### config.mk
export PLATFORM = sky130hd
export DESIGN_NAME = regbus_seg_mux
export DESIGN_NICKNAME = d
export VERILOG_FILES = /design/src/rtl/regbus_pkg.sv /design/src/rtl/regbus_addr_dec.sv /design/src/rtl/regbus_board_page.sv /design/src/rtl/regbus_tmpl_seg.sv /design/src/rtl/regbus_seg_mux.sv
export SDC_FILE = /design/constraint.sdc
export NUM_CORES = 1
export LEC_CHECK = 0
export BUFFER_PORTS_ARGS = -buffer_cell sky130_fd_sc_hd__buf_2
export CORE_MARGIN = 4
export CORE_UTILIZATION = 43
export DETAILED_ROUTE_END_ITERATION = 8
export PLACE_DENSITY = 0.81
export SLEW_MARGIN = 5
export SYNTH_ARGS = -nofsm -noshare
export SYNTH_HDL_FRONTEND = slang
export SYNTH_SLANG_ARGS = --single-unit
### constraint.sdc
create_clock -name clk_i -period 1.6 [get_ports clk_i]
set_input_delay 0.08 -clock clk_i [delete_from_list [all_inputs] [get_ports clk_i]]
set_output_delay 0.08 -clock clk_i [all_outputs]
set_load 0.03 [all_outputs]
### src/rtl/regbus_pkg.sv
package regbus_pkg;
  localparam int ADDR_W  = 17;
  localparam int DATA_W  = 32;
  localparam int REG_W   = 8;
  localparam int SLOT_W  = 6;
  localparam int SEG_W   = 3;
  localparam int SEG_LSB = SLOT_W + REG_W;
  localparam int WORD_W  = SEG_LSB;

  typedef enum logic [SEG_W-1:0] {
    SEG_HASH   = 3'd0,
    SEG_RNG    = 3'd1,
    SEG_CIPHER = 3'd2
  } seg_e;

  localparam logic [DATA_W-1:0] BOARD_ID_VAL  = 32'h5056_5431;
  localparam logic [DATA_W-1:0] BITSTREAM_VAL = 32'h0001_000B;
  localparam logic [REG_W-1:0]  ID_WORD       = 8'h00;
  localparam logic [REG_W-1:0]  VER_WORD      = 8'h01;
  localparam logic [REG_W-1:0]  SCRATCH_WORD  = 8'hFF;

  typedef struct packed {
    logic              hash_hit;
    logic              board_hit;
    logic              rng_hit;
    logic              cipher_hit;
    logic [SLOT_W-1:0] slot;
    logic [REG_W-1:0]  reg_addr;
    logic [WORD_W-1:0] seg_word;
  } dec_t;
endpackage

### src/rtl/regbus_addr_dec.sv
module regbus_addr_dec
  import regbus_pkg::*;
(
  input  logic [ADDR_W-1:0] addr_i,
  output dec_t              dec_o
);
  logic [SEG_W-1:0] seg;

  always_comb begin
    seg              = addr_i[ADDR_W-1:SEG_LSB];
    dec_o.hash_hit   = (seg == SEG_HASH);
    dec_o.rng_hit    = (seg == SEG_RNG);
    dec_o.cipher_hit = (seg == SEG_CIPHER);
    dec_o.slot       = addr_i[SEG_LSB-1:REG_W];
    dec_o.reg_addr   = addr_i[REG_W-1:0];
    dec_o.seg_word   = addr_i[WORD_W-1:0];
    dec_o.board_hit  = dec_o.hash_hit && (dec_o.slot == '0);
  end
endmodule

### src/rtl/regbus_board_page.sv
module regbus_board_page
  import regbus_pkg::*;
(
  input  logic              clk_i,
  input  logic              rst_ni,
  input  logic              hit_i,
  input  logic              wr_i,
  input  logic [REG_W-1:0]  reg_i,
  input  logic [DATA_W-1:0] wdata_i,
  output logic [DATA_W-1:0] rdata_o
);
  logic [DATA_W-1:0] scratch_q;

  always_ff @(posedge clk_i or negedge rst_ni) begin
    if (!rst_ni)                                   scratch_q <= '0;
    else if (hit_i && wr_i && reg_i == SCRATCH_WORD) scratch_q <= wdata_i;
  end

  always_comb begin
    rdata_o = '0;
    if (hit_i) begin
      unique case (reg_i)
        ID_WORD:      rdata_o = BOARD_ID_VAL;
        VER_WORD:     rdata_o = BITSTREAM_VAL;
        SCRATCH_WORD: rdata_o = scratch_q;
        default:      rdata_o = '0;
      endcase
    end
  end
endmodule

### src/rtl/regbus_tmpl_seg.sv
module regbus_tmpl_seg
  import regbus_pkg::*;
#(
  parameter logic [7:0] FIRST_BYTE  = 8'hAA,
  parameter int         DUMMY_WORDS = 3
) (
  input  logic              hit_i,
  input  logic [WORD_W-1:0] word_i,
  output logic [DATA_W-1:0] rdata_o
);
  localparam int BYTES = DATA_W / 8;
  logic [7:0] fill;

  // each dummy word repeats one byte; the byte steps by 0x11 per word
  always_comb begin
    fill    = FIRST_BYTE + 8'(8'h11 * word_i[7:0]);
    rdata_o = '0;
    if (hit_i && word_i < WORD_W'(DUMMY_WORDS)) rdata_o = {BYTES{fill}};
  end
endmodule

### src/rtl/regbus_seg_mux.sv
module regbus_seg_mux
  import regbus_pkg::*;
#(
  parameter int                   NUM_SLOTS = 4,
  parameter logic [NUM_SLOTS-1:0] SLOT_EN   = 4'b1011
) (
  input  logic                        clk_i,
  input  logic                        rst_ni,
  input  logic                        sel_i,
  input  logic                        we_i,
  input  logic [16:0]                 addr_i,
  input  logic [31:0]                 wdata_i,
  output logic [31:0]                 rdata_o,
  output logic [NUM_SLOTS-1:0]        core_cs_o,
  output logic                        core_we_o,
  output logic [7:0]                  core_addr_o,
  output logic [31:0]                 core_wdata_o,
  input  logic [NUM_SLOTS*32-1:0]     core_rdata_i
);
  dec_t              dec;
  logic              rd_take;
  logic [DATA_W-1:0] board_rdata, rng_rdata, cipher_rdata, core_rdata, rd_next, rdata_q;
  logic [NUM_SLOTS-1:0] slot_cs;

  regbus_addr_dec u_dec (.addr_i(addr_i), .dec_o(dec));

  assign rd_take = sel_i & ~we_i;

  // slot 0 is the board page; other slots exist only when enabled
  assign slot_cs[0] = 1'b0;
  for (genvar k = 1; k < NUM_SLOTS; k++) begin : g_slot
    if (SLOT_EN[k]) begin : g_on
      assign slot_cs[k] = sel_i & dec.hash_hit & (dec.slot == SLOT_W'(k));
    end else begin : g_off
      assign slot_cs[k] = 1'b0;
    end
  end

  regbus_board_page u_board (
    .clk_i  (clk_i),
    .rst_ni (rst_ni),
    .hit_i  (sel_i & dec.board_hit),
    .wr_i   (we_i),
    .reg_i  (dec.reg_addr),
    .wdata_i(wdata_i),
    .rdata_o(board_rdata)
  );

  regbus_tmpl_seg #(.FIRST_BYTE(8'hAA), .DUMMY_WORDS(3)) u_rng (
    .hit_i  (dec.rng_hit),
    .word_i (dec.seg_word),
    .rdata_o(rng_rdata)
  );

  regbus_tmpl_seg #(.FIRST_BYTE(8'hDD), .DUMMY_WORDS(3)) u_cipher (
    .hit_i  (dec.cipher_hit),
    .word_i (dec.seg_word),
    .rdata_o(cipher_rdata)
  );

  always_comb begin
    core_rdata = '0;
    for (int k = 0; k < NUM_SLOTS; k++)
      if (slot_cs[k]) core_rdata = core_rdata | core_rdata_i[k*DATA_W +: DATA_W];
  end

  // sources are mutually exclusive by decode, so an OR merge suffices
  always_comb begin
    rd_next = '0;
    if (rd_take) rd_next = board_rdata | rng_rdata | cipher_rdata | core_rdata;
  end

  always_ff @(posedge clk_i or negedge rst_ni) begin
    if (!rst_ni) rdata_q <= '0;
    else         rdata_q <= rd_next;
  end

  assign rdata_o      = rdata_q;
  assign core_cs_o    = slot_cs;
  assign core_we_o    = we_i;
  assign core_addr_o  = dec.reg_addr;
  assign core_wdata_o = wdata_i;
endmodule

# Word-level counts from Yosys, hierarchy flattened

Cells that the tools add are included.

Flip-flop bits (word level): 64
Word-level logic and storage cells: 37

Bitwise gates (word level): 10
Multiplexer cells: 7
$mul: 1
Magnitude comparators: 1
Add/sub/neg operators: 2
Equal/unequal tests: 6
Reduce and logical (&&, ||, !) cells: 8

Operator list:

| operator              | number |
|---|---|
| $mux W32              | 6 |
| $or A32 B32 Y32       | 4 |
| $pmux W32 S3          | 1 |
| $add A8 B8 Y8 const A | 2 |
| $lt A14 B2 Y1 const B | 1 |
| $eq A8 B1 Y1 const B  | 1 |
| $eq A8 B8 Y1 const B  | 1 |
| $logic_not A8 Y1      | 1 |
| $mul A5 B8 Y8 const A | 1 |
| $eq A6 B1 Y1 const B  | 1 |
| $eq A6 B2 Y1 const B  | 1 |
| $logic_not A6 Y1      | 1 |
| $and A1 B1 Y1         | 5 |
| $logic_and A1 B1 Y1   | 5 |
| $eq A3 B1 Y1 const B  | 1 |
| $eq A3 B2 Y1 const B  | 1 |
| $logic_not A3 Y1      | 1 |
| $not A1 Y1            | 1 |

# Depth between registers and ports, before layout

Gate-level depths: netlist of the first run.

Depth in word-level cells: 8
Depth in mapped cells: 9
Depth with buffers taken out: 9

# Cells and area by module

Synthesis of the first run repeated with hierarchy kept, for this count alone.

Cells, all modules: 467
Area total of the unflattened synthesis: 5,024.8 um^2

By module, submodules not included:

| module                      | times used | cells an instance | area each (um^2) |
|---|---|---|---|
| regbus_seg_mux              | 1          | 186               | 2,178.3 |
| regbus_board_page           | 1          | 113               | 1,500.2 |
| regbus_tmpl_seg at u_cipher | 1          | 71                | 584.3 |
| regbus_tmpl_seg at u_rng    | 1          | 63                | 510.5 |
| regbus_addr_dec             | 1          | 34                | 251.5 |

# Worst setup path after synthesis of the first run

OpenSTA, ideal clock, no wires.

Kind: in2reg
Start point: input port addr_i[1]
End point: register rdata_q[15] (netlist: rdata_o[15])
Arrival time: 1.838 ns
Cell stages on the path: 7
Data required time: 1.447 ns
Slack: -0.392 ns
Path buffers: 1
Cell sequence: ha_1 -> ha_1 -> clkbuf_1 -> o21ai_0 -> o21a_1 -> o311ai_0 -> a21oi_1

Cells in the longest elaborated chain, start to end: 7
Elaborated cells on any way between the ends: 17

Ends and longest elaborated chain:

| what                                  | line                                           | source |
|---|---|---|
| start, declared                       | regbus_seg_mux.sv:11                           | `input logic [16:0] addr_i,` |
| $mul A5 B8 Y8 (tied with other cells) | regbus_tmpl_seg.sv:16                          | `fill = FIRST_BYTE + 8'(8'h11 * word_i[7:0]);` |
| $add A8 B8 Y8 (tied with other cells) | regbus_tmpl_seg.sv:16                          |  |
| $mux W32 (on tied branches)           | regbus_tmpl_seg.sv:18, regbus_board_page.sv:21 |  |
| $or A32 B32 Y32                       | regbus_seg_mux.sv:70                           | `if (rd_take) rd_next = board_rdata \| rng_rdata \| cipher_rdata \| core_rdata;` |
| $or A32 B32 Y32 * (2 in a row)        | regbus_seg_mux.sv:70                           |  |
| $mux W32 *                            | regbus_seg_mux.sv:70                           |  |
| via rd_next[15]                       | regbus_seg_mux.sv:22                           | `logic [DATA_W-1:0] board_rdata, rng_rdata, cipher_rdata, core_rdata, rd_next, rdata_q;` |
| end signal, assigned                  | regbus_seg_mux.sv:75                           | `else rdata_q <= rd_next;` |
| end, declared                         | regbus_seg_mux.sv:22                           |  |

Mark *: on every way through the listed nets, which the timed path passes. The rest lies on a longest branch.
A chain may end at the register's enable or synchronous reset.

# Worst setup path in the final report of the first run

Start point: input port addr_i[1]
End point: register rdata_q[6] (netlist: rdata_o[6])

The elaborated chain is that of the path after synthesis.

==> results by group, run 1 <==
Run status
  – Status: finished, violations left
  – Failing checks: negative setup slack

Floorplanning
  – Die W: 105 µm
  – Core outline area: 9150 µm²
  – Initial core utilization: 44.0%
  – Die Y: 105 µm
  – Die ar.: 11000 µm²
  – Top Ports: 258
  – Row count: 35

Timing
  – Final WS setup: -140 ps
  – Fin crit share: 109%
  – Worst Skew: 8.98 ps
  – RSZ-0062 raised after global routing: true
  – Hold WS: 40.4 ps
  – Tmin final: 1740 ps
  – Fmax: 0.575 GHz
  – Final setup viols: 6
  – Fin. Hold Viols: 0
  – Slew Viols, Final: 0

Yosys
  – Simple-Gate Fraction of Synth Area: 11.0%
  – Syn Std Cell Area: 4020 µm²
  – Post-synth EDFFs: 0
  – Adder-cell share of the synthesized area: 3.30%
  – Mapped Cells: 390
  – Yosys reg bits: 64
  – Synthesized area per cell: 10.3 µm²
  – Area leader, netlist: dfrtp_1
  – Synth Warn #: 0
  – Top-count cell post-synth: dfrtp_1
  – Yosys cell types: 46
  – XOR/XNOR share of the synthesized area: 1.09%
  – Main combinational cell family by area after synthesis: multiplexers
  – Post-synthesis sequential area ratio: 39.8%
  – Synth Area in Compound Gates: 13.0%
  – Mux cell area share after synthesis: 20.1%
  – FFs w/ async S/R, synth: 100%
  – Most used DFF post-synth: dfrtp_1
  – Commonest cells post-synth: dfrtp_1 (64), buf_4 (45), nand2_1 (38), a21oi_1 (36), mux2_4 (30)
  – Post-synth top area share: 39.8%
  – Top cells by area, synth: dfrtp_1 (40%), mux2_4 (11%), buf_4 (8.4%)

Flow run
  – Max-Cap Viols: 0

Drt
  – Antenna Nets Post-Route: 0
  – Post-DR wirelength/cell: 17.3 µm
  – DRT iter0 DRCs: 178
  – Via density per instance: 5.18
  – Via Count: 3683
  – Final WL: 12300 µm
  – DRT Pass-1 Iters: 4
  – # DRC: 0

Setup path
  – CP required: 1800 ps
  – RR Endpoint: rdata_o[3]
  – R2R depth: 3
  – R2r setup slk: 550 ps
  – Delay-heaviest family, CP: adder cells
  – WS Path Type: in2reg
  – Crit-path slowest cell: fa_2
  – WP data arrival: 1940 ps
  – Critical Path End Type: flop
  – Worst setup path end: rdata_o[6]
  – Reg-to-Reg Start: u_board.scratch_q[3]
  – Critical path depth: 9
  – Slowest stage delay, CP: 570 ps
  – CP max FO: 5
  – WP buf/inv: 2
  – Most common cell on crit path: ha_4
  – Crit. Startpoint: addr_i[1]
  – Cell Chain, Critical Path: buf_8, ha_4, ha_4, inv_2, fa_2, nor4b_2, a311o_1, o21ai_4, a21oi_1
  – Crit path launch type: input pin

Global routing
  – Initial antenna violation count: 0
  – Vias in the first global route: 3886
  – Global-route usage over all layers: 22.2%
  – Pin count of the biggest net entering global routing: 65
  – Total grt overflow: 0
  – First-pass GRT wire length: 19500 µm

Finish
  – Layout cells sized above 1: 50.8%
  – Finished Layout Cells: 711
  – Syn-to-layout area delta: 40.3%
  – Fin nets: 786
  – N_diodes: 0

Power
  – Clock Power Share: 38.8%
  – Switch share: 26.4%
  – Comb pwr share: 20.4%
  – Internal power: 2.92 mW
  – Seq pwr share: 40.8%
  – Psw: 1.05 mW
  – Total Power: 3.96 mW
  – Pwr/cell area: 702 nW/µm²
  – Total leakage power: 3.07 nW
  – Peak VDD IR: 403 µV

Place
  – IO Port Bufs: 191
  – Placer Congestion: 0.802
  – Hpwl dp: 8800 µm
  – Placed cell count: 662

Clock network
  – CTS tree: yes
  – Root Driver: clkbuf_8
  – CTS Buffer Depth: 2
  – CTS buffer count: 9
  – H-tree levels: 3
  – Clock transition at path regs: 70 ps
  – Sink Count: 64
  – Worst-Skew Late Latency: 340 ps

Hold path
  – Hold Crit Class: in2reg
==> state kept, by name, summed over array words and instances (netlist names) <==
| name | cells |
|---|---|
| u_board.scratch_q | 32 |
| rdata_o | 32 |
==> power groups by stage <==
stage	clock network, mW	logic [mW]	registers [mW]
3_5_place_dp	0	0.722	1.65
5_1_grt	1.63	0.876	1.62
6_report	1.54	0.809	1.62
4_1_cts	1.57	0.802	1.62
2_1_floorplan	0	0.452	1.65
3_3_place_gp	0	0.708	1.65
==> worst min path at each step <==
| stage | start | end | slack (ps) | cells past startpoint |
|---|---|---|---|---|
| final | wdata_i[10] | u_board.scratch_q[10] | 40 | 2 |
| after global routing | wdata_i[10] | u_board.scratch_q[10] | 30 | 2 |
| after floorplan | rst_ni | rdata_o[0] | -220 | 0 |
| after detailed placement | rst_ni | u_board.scratch_q[25] | 110 | 2 |
| after CTS | wdata_i[1] | u_board.scratch_q[1] | 20 | 2 |
| after global placement | rst_ni | rdata_o[25] | 110 | 2 |
==> cells by family (layout without fill, tap and decap cells) <==
| kind of cell | after synthesis | in the layout |
|---|---|---|
| other cells | 1 | 2 |
| xor+xnor | 5 | 5 |
| simple gates | 89 | 89 |
| buf+inv | 72 | 281 |
| fa+ha+maj | 10 | 10 |
| mux | 64 | 64 |
| compound gates | 85 | 85 |
| flops | 64 | 64 |
==> what timing repair did <==
| item | CTS | global route |
|---|---|---|
| endpoints found under the hold margin | 94 | 0 |
| pin swaps | 2 | 1 |
| hold buffers | 31 | 0 |
| setup buffers | 2 | 0 |
| endpoints found under the setup margin | 8 | 8 |
| resized for setup | 10 | 0 |
==> cells in the final DEF, fill, tap and decap left out, types with 3 or more instances in the layout <==
cell           count
a21o_1            13
a21oi_1           35
a22o_1             3
a31oi_1           14
and4b_1            4
buf_12             4
buf_2            189
buf_4             33
clkbuf_8          10
dfrtp_1           64
dlygate4sd3_1     31
ha_1               6
inv_1              5
mux2_2            16
mux2_4            30
mux2i_1           18
nand2_1           38
nand2b_1           3
nor2_1            25
nor2b_1            3
nor3b_1            3
o21ai_0            8
==> per-stage QoR <==
| stage | cell area [µm²] | utilization (%) | TNS (ps) | setup slack [ps] |
|---|---|---|---|---|
| 5_1_grt | 5650 | 61.7 | -862 | -174 |
| 3_5_place_dp | 5060 | 55.3 | -12110 | -550 |
| 3_3_place_gp | 5060 | 55.3 | -9260 | -460 |
| 6_report | 5650 | 61.7 | -498 | -140 |
| 4_1_cts | 5650 | 61.7 | -408 | -116 |
| 2_1_floorplan | 4100 | - | -1120 | -187 |
==> per-layer routing <==
metal / vias up / share of wire, % / global-route usage (%)
li1: 1727 / - / -
met3: 25 / 7.4 / 5.13
met4: 0 / 2.4 / 8.81
met1: 1749 / 39 / 25.9
met5: - / 0 / 0
met2: 182 / 51 / 39.4
==> area by class of cell <==
class                   count  area (µm²)
multi-input cells         255        2050
inverters                   6        22.5
clock buffers              11         141
fillers                   765        3510
well taps                 111         139
flip-flops and latches     64        1600
clock inverters             5        80.1
repair buffers            259        1610
(Power assumes the default switching activity.)
==> inputs of run 2 (changes only) <==
Settings changed: CORE_MARGIN 4 to 3, SETUP_SLACK_MARGIN from default to 0.15, SLEW_MARGIN 5 to 20.
==> results by group, run 2 (synthesized netlist as in run 1, its figures left out) <==
Setup path
  – Crit path launch type: input pin
  – RR Endpoint: rdata_o[1]
  – R2R depth: 3
  – Reg-to-Reg Start: u_board.scratch_q[1]
  – CP required: 1810 ps
  – R2r setup slk: 600 ps
  – WS Path Type: in2reg
  – WP data arrival: 1890 ps
  – CP max FO: 5
  – Critical Path End Type: flop

Floorplanning
  – Row count: 34
  – Initial core utilization: 45.3%
  – Die ar.: 10600 µm²
  – Die W: 103 µm
  – Core outline area: 8890 µm²
  – Die Y: 103 µm
  – Top Ports: 258

Place
  – IO Port Bufs: 191
  – Hpwl dp: 8660 µm
  – Placer Congestion: 0.878
  – Placed cell count: 654

Finish
  – N_diodes: 0
  – Layout cells sized above 1: 51.6%
  – Syn-to-layout area delta: 42.3%
  – Most frequent cells in the layout: buf_2 (188), dfrtp_1 (64), nand2_1 (37)
  – Fin nets: 783
  – Finished Layout Cells: 705
  – Commonest non-fill, non-tap cell in the layout: buf_2
  – Fill cells: 713

Clock network
  – CTS buffer count: 9
  – Sink Count: 64
  – Root Driver: clkbuf_8
  – CTS Buffer Depth: 2
  – CTS tree: yes
  – Clock transition at path regs: 70 ps
  – H-tree levels: 3
  – Worst-Skew Late Latency: 340 ps

Run status
  – Failing checks: negative setup slack
  – Status: finished, violations left

Drt
  – Via density per instance: 5.26
  – DRT Pass-1 Iters: 4
  – # DRC: 0
  – Post-DR wirelength/cell: 18.2 µm
  – Antenna Nets Post-Route: 0
  – DRT iter0 DRCs: 104
  – Via Count: 3711
  – Final WL: 12800 µm

Power
  – Peak VDD IR: 585 µV
  – Total Power: 4.08 mW
  – Pwr/cell area: 712 nW/µm²
  – Total leakage power: 3.05 nW

Global routing
  – Pin count of the biggest net entering global routing: 65
  – Initial antenna violation count: 1
  – Vias in the first global route: 3811
  – Total grt overflow: 0
  – Global-route usage over all layers: 23.6%
  – First-pass GRT wire length: 18900 µm

Hold path
  – Worst hold endpoint: u_board.scratch_q[1]
  – Worst Hold Path Cells: 2
  – Worst Hold Launch: wdata_i[1]
  – Hold Crit Class: in2reg

Timing
  – Final setup viols: 4
  – Worst Skew: 9.94 ps
  – Final WS setup: -89.0 ps
  – Fmax: 0.592 GHz
  – RSZ-0062 raised after global routing: true
  – Tmin final: 1690 ps
  – Slew Viols, Final: 0
  – Fin. Hold Viols: 0
  – Fin crit share: 106%
  – Worst Max-Slew Pin Slew: 501 ps
  – Slew HR: 66.6%

Flow run
  – Max-Cap Viols: 0
## run 2: cell count changes in the layout (fill, tap and decap cells not counted), moves of 2 or more
| cell | change |
|---|---|
| nand2_8 | +4 |
| clkinvlp_4 | -2 |
| buf_4 | -4 |
| nor2_2 | +2 |
| clkbuf_8 | +2 |
| buf_12 | -2 |
| a2111oi_4 | +2 |
| nor2_1 | -2 |
## run 2: timing repair
action,in CTS,in global routing
setup endpoints to repair,40,55
pin swaps,13,6
resized for setup,13,14
endpoints found under the hold margin,93,0
buffers inserted,2,0
hold buffers,30,0
gates cloned,1,2
## run 2: report_power, final
| part | switching (mW) | internal, mW |
|---|---|---|
| combinational | 0.457 | 0.384 |
| clock | 0.612 | 1.01 |
| sequential | 0.000125 | 1.62 |
| total | 1.07 | 3.01 |
## run 2: how the worst max path moves through the flow
stage,from,endpoint,depth (start not counted)
finish,addr_i[1],rdata_o[22],9
global route,addr_i[1],rdata_o[30],9
CTS,addr_i[1],rdata_o[6],9
detailed placement,addr_i[5],rdata_o[14],9
global placement,addr_i[5],rdata_o[30],9
floorplan,addr_i[5],rdata_o[22],8
## run 2: final cells by class
class / instances / area, µm² / area share [%]
flip-flops and latches: 64 / 1600 / 28.0
inverters: 6 / 22.5 / 0.393
repair buffers: 253 / 1560 / 27.2
clock buffers: 14 / 173 / 3.02
well taps: 108 / 135 / 2.36
clock inverters: 2 / 60.1 / 1.05
multi-input cells: 258 / 2180 / 38.0
## run 2: layer usage
metal	share of wire [%]	track usage, %	up-vias	routed length, µm
li1	-	-	1733	-
met1	39	27.3	1765	5010
met2	51	42.5	185	6580
met3	7.7	6.90	26	984
met4	1.8	6.47	2	235
met5	0.10	0	-	13
## run 2: worst max-delay path, stage by stage
cell,delay [ps]
buf_8,100
ha_4,260
ha_4,110
inv_2,30
fa_2,600
a2111oi_4,50
a311o_1,370
o21ai_4,190
a21oi_1,90
## run 2: stage by stage
step	util (%)	area (µm²)	TNS [ps]	hold WS, ps	setup slack, ps
6_report	64.4	5720	-314	17.8	-89.0
5_1_grt	64.4	5720	-490	10.7	-133
4_1_cts	63.3	5630	-375	2.70	-97.7
3_5_place_dp	56.3	5010	-14730	119	-459
3_3_place_gp	56.3	5010	-15520	114	-424
2_1_floorplan	-	4130	-1120	-216	-187
